File: config.mk
export PLATFORM = sky130hd
export DESIGN_NAME = rx_gain_ctrl
export DESIGN_NICKNAME = d
export VERILOG_FILES = /design/src/rtl/rx_gain_pkg.sv /design/src/rtl/rx_gain_dncnt.sv /design/src/rtl/rx_gain_period.sv /design/src/rtl/rx_gain_step.sv /design/src/rtl/rx_gain_ctrl.sv
export SDC_FILE = /design/constraint.sdc
export NUM_CORES = 1
export LEC_CHECK = 0
export BUFFER_PORTS_ARGS = -buffer_cell sky130_fd_sc_hd__buf_2
export CAP_MARGIN = 20
export CORE_ASPECT_RATIO = 1.1
export CORE_MARGIN = 5
export CORE_UTILIZATION = 62
export DETAILED_ROUTE_END_ITERATION = 7
export HOLD_SLACK_MARGIN = 0.15
export PLACE_DENSITY = 0.82
export SETUP_SLACK_MARGIN = 0.5
export SYNTH_ARGS = -nofsm -noshare
export SYNTH_HDL_FRONTEND = slang
export SYNTH_HIERARCHICAL = 1
export SYNTH_SLANG_ARGS = --single-unit
File: constraint.sdc
create_clock -name clk -period 10.8 [get_ports clk]
set_clock_uncertainty 0.15 [all_clocks]
set_input_delay 0.54 -clock clk [delete_from_list [all_inputs] [get_ports clk]]
set_output_delay 0.54 -clock clk [all_outputs]
set_load 0.02 [all_outputs]
File: src/rtl/rx_gain_pkg.sv
package rx_gain_pkg;

  // Controller phase
  typedef enum logic [1:0] {
    ST_IDLE   = 2'd0,
    ST_ATTACK = 2'd1,
    ST_RUN    = 2'd2
  } agc_state_e;

  // Bit positions inside the per-direction sync select
  localparam int SYNC_DN_BIT = 0;
  localparam int SYNC_UP_BIT = 1;

endpackage

File: src/rtl/rx_gain_dncnt.sv
// Loadable down-counter that saturates at zero.
module rx_gain_dncnt #(
  parameter int W = 8
) (
  input  logic         clk,
  input  logic         rst_n,
  input  logic         ld,
  input  logic         dec,
  input  logic [W-1:0] ld_val,
  output logic [W-1:0] cnt,
  output logic         zero
);

  logic [W-1:0] cnt_q, cnt_d;

  always_comb begin
    cnt_d = cnt_q;
    if (ld)                      cnt_d = ld_val;
    else if (dec && cnt_q != '0) cnt_d = cnt_q - W'(1);
  end

  always_ff @(posedge clk or negedge rst_n) begin
    if (!rst_n) cnt_q <= '0;
    else        cnt_q <= cnt_d;
  end

  assign cnt  = cnt_q;
  assign zero = (cnt_q == '0);

endmodule

File: src/rtl/rx_gain_period.sv
// Free-running decision counter; expires every max(period,1) active cycles.
module rx_gain_period #(
  parameter int W = 22
) (
  input  logic         clk,
  input  logic         rst_n,
  input  logic         active,
  input  logic [W-1:0] period,
  output logic         expire
);

  logic [W-1:0] cnt_q, cnt_d, reload;

  assign reload = (period == '0) ? '0 : period - W'(1);

  always_comb begin
    if (!active || cnt_q == '0) cnt_d = reload;
    else                        cnt_d = cnt_q - W'(1);
  end

  always_ff @(posedge clk or negedge rst_n) begin
    if (!rst_n) cnt_q <= '0;
    else        cnt_q <= cnt_d;
  end

  assign expire = active && (cnt_q == '0);

endmodule

File: src/rtl/rx_gain_step.sv
// Computes the clamped gain index for one step in the chosen direction.
module rx_gain_step #(
  parameter int GAIN_W = 8,
  parameter int STEP_W = 4
) (
  input  logic [GAIN_W-1:0] gain,
  input  logic [STEP_W-1:0] step_dn,
  input  logic [STEP_W-1:0] step_up,
  input  logic              go_down,
  input  logic [GAIN_W-1:0] lim_lo,
  input  logic [GAIN_W-1:0] lim_hi,
  output logic [GAIN_W-1:0] next_gain
);

  localparam int XW = GAIN_W + 1;

  logic [XW-1:0] g_x, lo_x, hi_x, dn_x, up_x, lo_plus;

  always_comb begin
    g_x     = XW'(gain);
    lo_x    = XW'(lim_lo);
    hi_x    = XW'(lim_hi);
    dn_x    = XW'(step_dn);
    up_x    = XW'(step_up);
    lo_plus = lo_x + dn_x;
    if (go_down) begin
      next_gain = (g_x < lo_plus) ? lim_lo : GAIN_W'(g_x - dn_x);
    end else begin
      next_gain = ((g_x + up_x) > hi_x) ? lim_hi : GAIN_W'(g_x + up_x);
    end
  end

endmodule

File: src/rtl/rx_gain_ctrl.sv
module rx_gain_ctrl
  import rx_gain_pkg::*;
#(
  parameter int GAIN_W   = 8,
  parameter int STEP_W   = 4,
  parameter int BLANK_W  = 5,
  parameter int PERIOD_W = 22,
  parameter int SETTLE_W = 7,
  parameter int ATTACK_W = 6
) (
  input  logic                clk,
  input  logic                rst_n,
  input  logic                rx_en,
  input  logic [GAIN_W-1:0]   cfg_gain_max,
  input  logic [GAIN_W-1:0]   cfg_gain_min,
  input  logic [STEP_W-1:0]   cfg_step_dn,
  input  logic [STEP_W-1:0]   cfg_step_up,
  input  logic [BLANK_W-1:0]  cfg_blank,
  input  logic [PERIOD_W-1:0] cfg_period,
  input  logic [SETTLE_W-1:0] cfg_settle,
  input  logic [ATTACK_W-1:0] cfg_attack,
  input  logic [1:0]          cfg_sync,
  input  logic                cfg_veto_en,
  input  logic                peak_over_hi,
  input  logic                peak_lo_enough,
  input  logic                pwr_up_req,
  output logic [GAIN_W-1:0]   gain_idx,
  output logic                gain_chg,
  output logic                det_reset,
  output logic                peak_det_en
);

  // Captured configuration
  logic [GAIN_W-1:0]   max_q, min_q;
  logic [STEP_W-1:0]   sdn_q, sup_q;
  logic [BLANK_W-1:0]  blank_q;
  logic [PERIOD_W-1:0] period_q;
  logic [SETTLE_W-1:0] settle_q;
  logic [ATTACK_W-1:0] attack_q;
  logic [1:0]          sync_q;
  logic                veto_q;

  agc_state_e st_q, st_d;
  logic [GAIN_W-1:0] gain_q, gain_d, next_gain;
  logic chg_q, dn_pend_q, up_pend_q, dn_pend_d, up_pend_d;
  logic run, cfg_ld, expire;
  logic atk_zero, settle_zero, blank_zero;
  logic [ATTACK_W-1:0] atk_cnt;
  logic [SETTLE_W-1:0] settle_cnt;
  logic [BLANK_W-1:0]  blank_cnt;
  logic hi_in, up_in, dn_want, up_want, dn_go, up_go, chg_now;

  assign run    = (st_q == ST_RUN);
  assign cfg_ld = (st_q == ST_IDLE);

  always_ff @(posedge clk or negedge rst_n) begin
    if (!rst_n) begin
      max_q <= '0; min_q <= '0; sdn_q <= '0; sup_q <= '0;
      blank_q <= '0; period_q <= '0; settle_q <= '0; attack_q <= '0;
      sync_q <= '0; veto_q <= 1'b0;
    end else if (cfg_ld) begin
      max_q <= cfg_gain_max; min_q <= cfg_gain_min;
      sdn_q <= cfg_step_dn;  sup_q <= cfg_step_up;
      blank_q <= cfg_blank;  period_q <= cfg_period;
      settle_q <= cfg_settle; attack_q <= cfg_attack;
      sync_q <= cfg_sync;    veto_q <= cfg_veto_en;
    end
  end

  // Phase sequencing
  always_comb begin
    st_d = st_q;
    unique case (st_q)
      ST_IDLE:   if (rx_en) st_d = (attack_q == '0) ? ST_RUN : ST_ATTACK;
      ST_ATTACK: if (!rx_en) st_d = ST_IDLE; else if (atk_zero) st_d = ST_RUN;
      ST_RUN:    if (!rx_en) st_d = ST_IDLE;
      default:   st_d = ST_IDLE;
    endcase
  end

  rx_gain_dncnt #(.W(ATTACK_W)) u_attack (
    .clk(clk), .rst_n(rst_n),
    .ld(st_q == ST_IDLE), .dec(st_q == ST_ATTACK),
    .ld_val(attack_q - ATTACK_W'(1)),
    .cnt(atk_cnt), .zero(atk_zero)
  );

  rx_gain_dncnt #(.W(SETTLE_W)) u_settle (
    .clk(clk), .rst_n(rst_n),
    .ld(chg_now || !run), .dec(1'b1),
    .ld_val(run ? settle_q : '0),
    .cnt(settle_cnt), .zero(settle_zero)
  );

  rx_gain_dncnt #(.W(BLANK_W)) u_blank (
    .clk(clk), .rst_n(rst_n),
    .ld(chg_now || !run), .dec(1'b1),
    .ld_val(run ? blank_q : '0),
    .cnt(blank_cnt), .zero(blank_zero)
  );

  rx_gain_period #(.W(PERIOD_W)) u_period (
    .clk(clk), .rst_n(rst_n),
    .active(run), .period(period_q), .expire(expire)
  );

  // Request arbitration
  always_comb begin
    hi_in   = run && blank_zero && peak_over_hi;
    up_in   = run && pwr_up_req && !(veto_q && peak_lo_enough);
    dn_want = hi_in || dn_pend_q;
    up_want = (up_in || up_pend_q) && !dn_want;
    dn_go   = dn_want && settle_zero && (sync_q[SYNC_DN_BIT] || expire);
    up_go   = up_want && settle_zero && (sync_q[SYNC_UP_BIT] || expire);
    chg_now = (dn_go || up_go) && (next_gain != gain_q);
    dn_pend_d = run && !expire && !dn_go && dn_want;
    up_pend_d = run && !expire && !up_go && up_want;
    if (st_q == ST_IDLE) gain_d = max_q;
    else if (chg_now)    gain_d = next_gain;
    else                 gain_d = gain_q;
  end

  rx_gain_step #(.GAIN_W(GAIN_W), .STEP_W(STEP_W)) u_step (
    .gain(gain_q), .step_dn(sdn_q), .step_up(sup_q), .go_down(dn_want),
    .lim_lo(min_q), .lim_hi(max_q), .next_gain(next_gain)
  );

  always_ff @(posedge clk or negedge rst_n) begin
    if (!rst_n) begin
      st_q      <= ST_IDLE;
      gain_q    <= '1;
      chg_q     <= 1'b0;
      dn_pend_q <= 1'b0;
      up_pend_q <= 1'b0;
    end else begin
      st_q      <= st_d;
      gain_q    <= gain_d;
      chg_q     <= chg_now;
      dn_pend_q <= dn_pend_d;
      up_pend_q <= up_pend_d;
    end
  end

  assign gain_idx    = gain_q;
  assign gain_chg    = chg_q;
  assign det_reset   = expire;
  assign peak_det_en = run && blank_zero;

  // Assertions
  assert_chg_moves_gain_R5: assert property (@(posedge clk) disable iff (!rst_n)
    gain_chg |-> (gain_idx != $past(gain_idx)));

  assert_attack_hold_R3: assert property (@(posedge clk) disable iff (!rst_n)
    (st_q == ST_ATTACK) |=> $stable(gain_q));

  assert_settle_gap_R9: assert property (@(posedge clk) disable iff (!rst_n)
    (settle_cnt != '0) |=> !gain_chg);

  assert_blank_after_chg_R10: assert property (@(posedge clk) disable iff (!rst_n)
    (gain_chg && blank_q != '0) |-> !peak_det_en);

  assert_period_pulse_R4: assert property (@(posedge clk) disable iff (!rst_n)
    (det_reset && period_q > PERIOD_W'(1)) |=> !det_reset);

  assert_in_window_R6: assert property (@(posedge clk) disable iff (!rst_n)
    gain_chg |-> (gain_idx <= max_q && gain_idx >= min_q));

endmodule

==> metrics.md, run 1 <==
| Metric | Value |
|---|---|
| GR Util met2 | `0.3899` |
| Share of layout cells above drive strength 1 | `0.1577` |
| Post-route ant nets | `0` |
| CTS Buffer Depth | `2` |
| Crit path kind | `reg2reg` |
| First-pass GRT wire length | `29,590 microns` |
| Area Growth Syn to Fin | `17.25%` |
| Met3 usage | `0.04833` |
| Die width | `114.7 microns` |
| Area after DPL | `0.008006 sq mm` |
| WL/cell | `15.63 microns` |
| Via density | `5.671` |
| # setup viols final | `0` |
| Synth Area per Inst | `8.776 sq um` |
| Grt total ovfl | `0` |
| RSZ-0062 raised after global routing | `false` |
| Post-DP HPWL | `11,860 microns` |
| Post-synth cell types | `76` |
| Tmin final | `5.971 ns` |
| CTS tree | `built` |
| Synth Instances | `852` |
| Layout Nets | `1,067` |
| Seq/Total Area, Yosys | `0.4029` |
| Core Area | `0.01193 sq mm` |
| Post-route DRC | `0` |
| Pwr dens | `342.1 mW/mm^2` |
| Crit share post-route | `0.5529` |
| Max-cap violations | `0` |
| CP startpoint | `gain_idx[0]` |
| # IOs | `84` |
| Main synth FF type | `dfrtp_1` |
| Most area-consuming cells after synthesis | `dfrtp_1, nand2_1, ha_1` |
| HP Class | `in2reg` |
| Hold Vio Cnt, Final | `0` |
| Design Power | `0.002999 W` |
| CTS Buf Count | `17` |
| Vias in the first global route | `6,212` |
| Final setup TNS | `0 ns` |
| Critical Path RT | `11.01 ns` |
| Die span in y | `125.2 microns` |
| Mapped cell area | `0.007477 sq mm` |
| Crit start category | `flop` |
| Slew of the pin with the lowest slew margin | `0.9384 ns` |
| Element type at the critical path end | `flop` |
| Die area | `0.01436 sq mm` |
| Root Buffer | `clkbuf_16` |
| WL final | `17,570 microns` |
| Reg2Reg Depth | `21` |
| Placed Cells | `1,074` |
| Met1 Resource Use GR | `0.3599` |
| Async S/R FF share, synth | `1.000` |
| Area fraction of the dominant cell type after synthesis | `0.3748` |
| Fin area | `0.008767 sq mm` |
| EDFF count, synth | `0` |
| Initial Util | `0.6268` |
| Final std cells w/o fill | `1,124` |
| # rows | `42` |
| Crit path DAT | `6.18 ns` |
| Crit Path Max Fanout | `26` |
| Buffers on Ports | `83` |
| End point of the critical path | `u_settle/cnt[5]` |
| Via count | `6,374` |
| Initial detailed-routing violation count | `488` |
| Number of inserted diodes | `0` |
| #FFs+latches synth | `120` |
| Largest net degree at the start of global routing | `88` |
| DRT Pass-1 Iters | `5` |
| Slew Limit Fails | `0` |
| Outcome | `finished clean` |
| Gpl congestion | `1.008` |
| Reg-to-Reg End | `u_settle/cnt[5]` |
| Leakage | `4.239 nW` |
| Antenna violations before repair | `0` |
| H-Tree Depth | `4` |
| Internal reg-to-reg setup slack | `4.83 ns` |
| Yosys Warn Count | `6` |
| Clock slew at reported path FFs | `0.06 ns` |
| Sink Count | `120` |
| Grt peak-use layer | `met2` |
| R2R Path Start | `gain_idx[0]` |
| Total track usage | `0.2544` |
| Max_slew headroom | `0.3744` |
| Worst-Skew Late Latency | `0.42 ns` |
| Worst VDD drop | `0.1822 mV` |
| Fmax achieved | `0.1675 GHz` |
| Yosys top cell by area | `dfrtp_1` |
| Post-CTS Setup Inserts | `0` |
==> per-layer routing <==
metal / up-vias / share of wire
met5: - / 0
met4: 0 / 0.024
met3: 36 / 0.055
met2: 197 / 0.46
met1: 3005 / 0.46
li1: 3136 / -
==> registers in the layout (all words and copies together) (netlist names), 4 cells and up <==
name / count
u_period/cnt_q: 22
attack_q: 6
sup_q: 4
u_settle/cnt: 7
sdn_q: 4
settle_q: 7
gain_idx: 8
period_q: 22
max_q: 8
blank_q: 5
min_q: 8
u_attack/cnt: 6
u_blank/cnt: 5
==> cell usage in the layout (no fill, tap or decap), types with 16 or more instances in the layout <==
master / Yosys / layout
and2_1: 22 / 22
dfrtp_1: 112 / 112
clkbuf_16: 0 / 17
ha_1: 34 / 34
xnor2_1: 43 / 43
dlygate4sd3_1: 0 / 18
a21oi_1: 20 / 20
nand3_1: 16 / 16
mux2i_1: 21 / 21
inv_1: 38 / 38
nor2_1: 31 / 31
buf_2: 2 / 82
xor2_1: 19 / 19
nor4_1: 19 / 19
nor3_1: 21 / 21
o21ai_0: 22 / 22
nand2_1: 230 / 230
==> power breakdown <==
part / switching [W] / internal, W / leakage [nW]
clock network: 0.000216 / 0.000340 / 0.274
logic: 0.000843 / 0.000662 / 2.50
registers: 0.000263 / 0.000675 / 1.46
total: 0.00132 / 0.00168 / 4.24
==> through the flow <==
stage	hold WS (ns)	utilization	setup WS, ns
after detailed placement	0.3045	0.6712	4.963
after global routing	0.1559	0.7349	4.340
after CTS	0.1508	0.7349	4.899
after global placement	0.3031	0.6712	5.094
final	0.1585	0.7349	4.829
after floorplan	0.09441	-	5.820
==> cell type report <==
class,instances,area [sq um]
well taps,154,192.7
multi-input cells,673,4199
repair buffers,106,635.6
clock inverters,14,151.4
fillers,862,3162
clock buffers,18,429.2
flip-flops and latches,120,3013
inverters,39,146.4
==> cell usage after synthesis (all sizes together), types with 4 or more instances <==
cell     count
dfstp        8
clkbuf      18
nand4        9
nor4        19
a31oi        4
buf         14
ha          34
o2111ai      4
nor2        31
nor2b       12
a221o        9
xnor2       43
nand2b       8
and2        22
inv         39
xor2        19
o31ai        7
nand2      231
nand3       17
or3         10
or3b         4
o21ai       28
o31a         5
a21o        11
or2          4
o21a         4
dfrtp      112
or4          9
o22ai       10
mux2i       21
and3         4
nor3        22
a21oi       22
==> worst min-delay path by stage <==
| stage | cells after the start | endpoint | from | slack [ns] |
|---|---|---|---|---|
| floorplan | 0 | attack_q[0] | rst_n | 0.09 |
| global placement | 2 | settle_q[4] | settle_q[4] | 0.30 |
| detailed placement | 2 | settle_q[0] | settle_q[0] | 0.30 |
| CTS | 3 | blank_q[4] | cfg_blank[4] | 0.15 |
| global route | 3 | max_q[5] | cfg_gain_max[5] | 0.16 |
| finish | 3 | attack_q[2] | cfg_attack[2] | 0.16 |
==> logic make-up after synthesis <==
kind of cell | Yosys count | share of synthesized area
simple gates | 413 | 0.2647
other cells | 1 | 0.0005015
mux | 22 | 0.03012
buf+inv | 71 | 0.04150
flops | 120 | 0.4029
fa+ha+maj | 37 | 0.06493
xor+xnor | 62 | 0.07262
compound gates | 126 | 0.1227
==> critical path, stage by stage, from the launching register on <==
cell and delay (ns):
dfstp_2 0.41, ha_1 0.24, fa_1 0.41, a21o_1 0.20, a21oi_1 0.26, nor2_1 0.09
xor2_1 0.20, ha_1 0.28, a21o_1 0.19, a221oi_2 0.27, o21ai_1 0.15, a21oi_4 0.37
mux2i_1 0.24, mux2i_1 0.13, xnor2_1 0.19, nand4_1 0.13, o21ai_1 0.45, or3_1 0.40
nand2_1 0.53, nand2b_1 0.33, a41oi_1 0.16, a221o_1 0.12
==> repair_timing <==
item	CTS	global route
resized for setup	0	0
hold buffers	18	0
endpoints found under the hold margin	54	0
(Power assumes the default switching activity.)
==> inputs of run 2 (changes only) <==
--- a/config.mk
+++ b/config.mk
@@ -5,14 +5,15 @@
 export SDC_FILE = /design/constraint.sdc
 export NUM_CORES = 1
 export LEC_CHECK = 0
+export ABC_AREA = 1
 export BUFFER_PORTS_ARGS = -buffer_cell sky130_fd_sc_hd__buf_2
 export CAP_MARGIN = 20
 export CORE_ASPECT_RATIO = 1.1
 export CORE_MARGIN = 5
-export CORE_UTILIZATION = 62
+export CORE_UTILIZATION = 60
 export DETAILED_ROUTE_END_ITERATION = 7
 export HOLD_SLACK_MARGIN = 0.15
-export PLACE_DENSITY = 0.82
+export PLACE_DENSITY = 0.79
 export SETUP_SLACK_MARGIN = 0.5
 export SYNTH_ARGS = -nofsm -noshare
 export SYNTH_HDL_FRONTEND = slang
==> constraint.sdc (replaced) <==
create_clock -name clk -period 5.68 [get_ports clk]
set_clock_uncertainty 0.15 [all_clocks]
set_input_delay 0.284 -clock clk [delete_from_list [all_inputs] [get_ports clk]]
set_output_delay 0.284 -clock clk [all_outputs]
set_load 0.02 [all_outputs]
==> run 2 against run 1 <==
Against the previous run: routed wire length rose by 16%; clock-buffer cell count rose by 2; die area rose by 12%; first-iteration DRC count rose by 17%; design area rose by 14%; global-route usage rose by 1.7 points; register-to-register slack got worse by 3.9 ns; largest cell class unchanged; core utilization rose by 1.7 points; sequential share of layout area fell by 4.2 points; worst hold slack improved by 0.14 ns.
==> metrics.md, run 2 <==
| Metric | Value |
|---|---|
| Post-route DRC | `0` |
| Slew Limit Fails | `0` |
| Mapped cell area | `0.008150 sq mm` |
| Buffers on Ports | `83` |
| # IOs | `84` |
| Tmin final | `4.720 ns` |
| Area fraction of the dominant cell type after synthesis | `0.3439` |
| Met2 WL post-DR | `10,720 microns` |
| Area Growth Syn to Fin | `22.41%` |
| CTS tree | `built` |
| Via density | `5.151` |
| Combinational Power Share | `0.560` |
| Outcome | `finished clean` |
| Crit start category | `flop` |
| Post-DP HPWL | `13,720 microns` |
| Layout Utilization | `0.7520` |
| Biggest regs | `period_q (22), u_period/cnt_q (22)` |
| Most common cell after layout, fill and taps aside | `nand2_1` |
| Most frequent cells in the layout | `nand2_1, inv_1, dfrtp_1` |
| Min Hold Slack | `0.2974 ns` |
| # rows | `44` |
| H-Tree Depth | `4` |
| Top cells by count, synth | `nand2_1, inv_1, dfrtp_1` |
| Reg2Reg Depth | `29` |
| Root Buffer | `clkbuf_16` |
| Final setup TNS | `0 ns` |
| Initial detailed-routing violation count | `572` |
| Max-cap violations | `0` |
| Core Area | `0.01327 sq mm` |
| Post-CTS Setup Inserts | `0` |
| Most frequent cell after synthesis | `nand2_1` |
| Crit path DAT | `4.87 ns` |
| Vias in the first global route | `7,888` |
| Antenna violations before repair | `1` |
| Crit share post-route | `0.8310` |
| EDFF count, synth | `0` |
| Switch Pwr | `0.003031 W` |
| Fmax achieved | `0.2118 GHz` |
| Met1 wire length | `8320 microns` |
| Uppermost routed layer | `met4` |
| Post-synth cell types | `43` |
| Die width | `121.1 microns` |
| Design Power | `0.006312 W` |
| Initial Util | `0.6143` |
| Clk network pwr share | `0.166` |
| Seq/Total Area, Yosys | `0.3697` |
| Via count | `7,753` |
| Share of layout cells above drive strength 1 | `0.1439` |
| Worst-Skew Late Latency | `0.43 ns` |
| CP max stage delay | `0.42 ns` |
| Total track usage | `0.2715` |
| Async S/R FF share, synth | `1.000` |
| Worst VDD drop | `0.4246 mV` |
| CTS Buffer Depth | `2` |
| WL final | `20,430 microns` |
| Share of power burned in registers | `0.273` |
| HP Class | `in2async` |
| Post-route ant nets | `0` |
| # setup viols final | `0` |
| CTS Buf Count | `17` |
| Yosys Warn Count | `6` |
| Layout Nets | `1,417` |
| Crit path kind | `reg2reg` |
| Hold Vio Cnt, Final | `0` |
| Most frequent cell on the critical path | `nand2_1` |
| Die area | `0.01602 sq mm` |
| Switching share of power | `0.4803` |
| Clock slew at reported path FFs | `0.06 ns` |
| Largest net degree at the start of global routing | `70` |
| WL/cell | `13.57 microns` |
| Cell Int Power | `0.003281 W` |
| Most area-consuming cells after synthesis | `dfrtp_1, nand2_1, nand3_1` |
| Grt total ovfl | `0` |
| Gpl congestion | `0.8977` |
| Met3 Wirelength | `820 microns` |
| Slew of the pin with the lowest slew margin | `1.078 ns` |
| Critical Path RT | `5.83 ns` |
| Internal reg-to-reg setup slack | `0.96 ns` |
| DRT Pass-1 Iters | `5` |
| Element type at the critical path end | `flop` |
| Main synth FF type | `dfrtp_1` |
| Synth Area per Inst | `7.069 sq um` |
| Reg-to-Reg End | `u_settle/cnt[0]` |
| Synth Instances | `1,153` |
| R2R Path Start | `gain_idx[0]` |
| #FFs+latches synth | `120` |
| RSZ-0062 raised after global routing | `false` |
| Leakage | `5.243 nW` |
| First-pass GRT wire length | `35,420 microns` |
| Sink Count | `120` |
| Crit Path Max Fanout | `19` |
| Die span in y | `132.2 microns` |
| Slowest CP cell | `fa_1` |
| Max_slew headroom | `0.2799` |
| Yosys top cell by area | `dfrtp_1` |
| Pwr dens | `632.6 mW/mm^2` |
run 2: changes by cell type after synthesis, sizes merged, moves of 12 or more:
cell / before / now
nor3: 22 / 2
nor4: 19 / 3
o21ai: 28 / 58
nor2b: 12 / 0
nor2: 31 / 124
xnor2: 43 / 20
and2: 22 / 1
mux2i: 21 / 0
nand2: 231 / 450
nand3: 17 / 98
inv: 39 / 130
run 2: kinds of logic after synthesis:
group,after synthesis,share of synthesized area
xor gates and xnor gates,48,0.05158
and+or+nand+nor,707,0.3769
buffers and inverters,156,0.07783
adders and majority gates,37,0.05956
DFF,120,0.3697
other,1,0.0004601
AOI/OAI and AO/OA,84,0.06402
run 2: through the flow:
step | instance area, sq um | cells | setup slack (ns)
floorplan | 8165 | 1157 | 1.490
global placement | 8690 | 1401 | 0.9345
detailed placement | 8690 | 1401 | 0.8332
CTS | 9972 | 1504 | 0.7948
global route | 9977 | 1505 | 0.5491
finish | 9977 | 1505 | 0.9596
run 2: worst max path at each step:
stage                           end  slack [ns]        start  cells after the start
floorplan           u_settle/cnt[0]        1.49  gain_idx[0]                     30
global placement    u_settle/cnt[0]        0.93  gain_idx[0]                     28
detailed placement  u_settle/cnt[0]        0.83  gain_idx[0]                     29
CTS                 u_settle/cnt[0]        0.79  gain_idx[0]                     29
global route        u_settle/cnt[4]        0.55  gain_idx[0]                     30
finish              u_settle/cnt[0]        0.96  gain_idx[0]                     29
run 2: power groups by stage:
stage	clock (W)	sequential, W	combinational [W]
after global placement	0	0.00171	0.00335
after global routing	0.00110	0.00178	0.00404
after floorplan	0	0.00162	0.00280
after detailed placement	0	0.00172	0.00343
after CTS	0.00106	0.00172	0.00352
final	0.00105	0.00173	0.00354
run 2: worst max-delay path, delay by kind of cell (launching register included):
kind	cells	cell delay (ns)
compound gates	3	0.23
simple gates	19	2.34
flops	1	0.40
buf+inv	3	0.37
fa+ha+maj	3	0.94
xor+xnor	1	0.17
run 2: repair_timing:
action,4_1_cts,5_1_grt
gates resized for setup,0,1
hold buffers,71,0
setup endpoints to repair,0,11
endpoints found under the hold margin,118,0
run 2: layout make-up:
type,count,area [sq um]
clock buffer,20,446.7
multi-input combinational,881,4521
clock inverter,12,125.1
antenna,1,2.502
fill,1004,3291
timing repair buffer,157,1151
inverter,130,488.0
tap,184,230.2
sequential,120,3013
run 2: layer usage:
| layer | up-vias | global-route usage |
|---|---|---|
| li1 | 3918 | - |
| met1 | 3590 | 0.3125 |
| met2 | 197 | 0.4918 |
| met3 | 48 | 0.05064 |
| met4 | 0 | 0.1077 |
| met5 | - | 0 |
==> inputs of run 3 (changes only) <==
==> constraint.sdc (replaced) <==
create_clock -name clk -period 4.7 [get_ports clk]
set_clock_uncertainty 0.15 [all_clocks]
set_input_delay 0.235 -clock clk [delete_from_list [all_inputs] [get_ports clk]]
set_output_delay 0.235 -clock clk [all_outputs]
set_load 0.02 [all_outputs]
==> run 3 against run 2 <==
Against the previous run: global-route usage up 1.1 points; non-clock buffer count up 28; register-to-register slack worse by 0.45 ns; sequential power up 20%; clock power up 26%; via count up 6.2%; critical path depth down 1; critical path type unchanged.
==> metrics.md, run 3 (synthesis results as in run 2) <==
| Metric | Value |
|---|---|
| Outcome | `finished clean` |
| Vias in the first global route | `7,995` |
| Buffers on Ports | `83` |
| Crit start category | `flop` |
| Element type at the critical path end | `flop` |
| Met3 usage | `0.05021` |
| Most common cell after layout, fill and taps aside | `nand2_1` |
| GR Util met2 | `0.5042` |
| Sink Count | `120` |
| Antenna violations before repair | `1` |
| Fmax achieved | `0.2385 GHz` |
| Core Area | `0.01327 sq mm` |
| Post-DP HPWL | `13,930 microns` |
| WL final | `22,750 microns` |
| Area after DPL | `0.008720 sq mm` |
| WL/cell | `14.83 microns` |
| Crit path DAT | `4.39 ns` |
| Final setup margin | `0.5075 ns` |
| # fillers | `911` |
| Fin area | `0.01051 sq mm` |
| Combinational Power Share | `0.593` |
| CTS Buf Count | `17` |
| CTS Buffer Depth | `2` |
| Biggest regs | `period_q (22), u_period/cnt_q (22)` |
| Internal reg-to-reg setup slack | `0.51 ns` |
| Switching share of power | `0.4789` |
| Most frequent cells in the layout | `nand2_1, inv_1, dfrtp_1` |
| H-Tree Depth | `4` |
| Gpl congestion | `0.9325` |
| Crit Path Max Fanout | `8` |
| Post-Place Setup Slack | `0.1372 ns` |
| Multi-input logic area | `0.004752 sq mm` |
| Worst VDD drop | `0.5878 mV` |
| Die area | `0.01602 sq mm` |
| Pwr dens | `797.3 mW/mm^2` |
| # rows | `44` |
| Via density | `5.366` |
| Clk network pwr share | `0.158` |
| Switch Pwr | `0.004012 W` |
| Initial Util | `0.6143` |
| Post-route DRC | `0` |
| Max_slew headroom | `0.3919` |
| First-pass GRT wire length | `36,450 microns` |
| Slowest CP cell | `dfstp_2` |
| Area Growth Syn to Fin | `28.92%` |
| Die width | `121.1 microns` |
| Via count | `8,232` |
| Grt peak-use layer | `met2` |
| Critical Path RT | `4.90 ns` |
| Most frequent cell on the critical path | `nand2_1` |
| Met1 Resource Use GR | `0.3198` |
| Max-cap violations | `0` |
| RSZ-0062 raised after global routing | `true` |
| Leakage | `5.447 nW` |
| Largest net degree at the start of global routing | `86` |
| Grt total ovfl | `0` |
| CP max stage delay | `0.54 ns` |
| Cell Int Power | `0.004366 W` |
| CTS tree | `built` |
| Worst-Skew Late Latency | `0.42 ns` |
| Design Power | `0.008378 W` |
| Initial detailed-routing violation count | `711` |
| Share of layout cells above drive strength 1 | `0.1890` |
| # IOs | `84` |
| DRT Pass-1 Iters | `6` |
| Register area | `0.003014 sq mm` |
| Final setup TNS | `0 ns` |
| Crit share post-route | `0.8920` |
| Share of power burned in registers | `0.249` |
| # setup viols final | `0` |
| Root Buffer | `clkbuf_16` |
| Total track usage | `0.2822` |
| Clock slew at reported path FFs | `0.05 ns` |
| Die span in y | `132.2 microns` |
| HP Class | `in2async` |
| Crit path kind | `reg2reg` |
| Hold Vio Cnt, Final | `0` |
| Post-route ant nets | `0` |
| Slew of the pin with the lowest slew margin | `0.9099 ns` |
| Slew Limit Fails | `0` |
| Layout Nets | `1,446` |
| Tmin final | `4.193 ns` |
## run 3: changes by cell type in the layout (fill, tap and decap cells not counted), moves of 4 or more
cell,delta
ha_4,+4
nand3_1,-5
buf_4,+24
ha_1,-4
nand3_2,+5
nand2_2,+8
inv_1,-4
o21ai_0,-5
nand2_1,-12
## run 3: layout make-up
type | instances | area share
multi-input combinational | 882 | 0.4522
tap | 184 | 0.02191
sequential | 120 | 0.2869
antenna | 1 | 0.0002382
timing repair buffer | 185 | 0.1342
inverter | 130 | 0.04799
clock buffer | 24 | 0.04489
clock inverter | 8 | 0.01167
## run 3: through the flow
step / utilization / hold WS [ns] / instances
after floorplan: - / -0.2106 / 1157
after global placement: 0.6572 / 0.2837 / 1405
after detailed placement: 0.6572 / 0.2900 / 1405
after CTS: 0.7587 / 0.2795 / 1508
after global routing: 0.7920 / 0.1507 / 1534
final: 0.7920 / 0.1074 / 1534
## run 3: what timing repair did
action | 4_1_cts | 5_1_grt
setup endpoints to repair | 20 | 21
pin swaps | 2 | 25
hold endpoints to repair | 146 | 0
setup buffers | 0 | 22
resized for setup | 11 | 52
hold buffers | 71 | 0
gates cloned | 0 | 2
## run 3: worst paths after layout
| kind | startpoint | endpoint | cells past startpoint |
|---|---|---|---|
| max reg2reg | gain_idx[2] | u_blank/cnt[3] | 28 |
| min in group clk | peak_over_hi | dn_pend_q | 5 |
| max | gain_idx[2] | u_blank/cnt[3] | 28 |
| max in group asynchronous | rst_n | period_q[4] | 4 |
| min | rst_n | blank_q[4] | 2 |
| min reg2reg | period_q[0] | u_period/cnt_q[0] | 1 |
## run 3: layer usage
layer	up-vias	routed length, microns
li1	3989	-
met1	3855	8812
met2	305	11920
met3	83	1081
met4	0	935
met5	-	0
## run 3: power by group through the flow
stage          clock network [W]  logic [W]  registers, W
2_1_floorplan                  0    0.00339       0.00196
3_3_place_gp                   0    0.00409       0.00205
3_5_place_dp                   0    0.00419       0.00207
4_1_cts                  0.00134    0.00434       0.00206
5_1_grt                  0.00139    0.00553       0.00215
6_report                 0.00132    0.00497       0.00208
## run 3: worst max-delay path, delay by kind of cell, from the launching register on
kind	cells	cell delay, ns
AO/OA/AOI/OAI	3	0.53
XOR/XNOR	2	0.29
AND/OR/NAND/NOR	17	1.66
adder cells (fa/ha/maj)	2	0.54
flip-flops	1	0.54
buffers and inverters	4	0.41
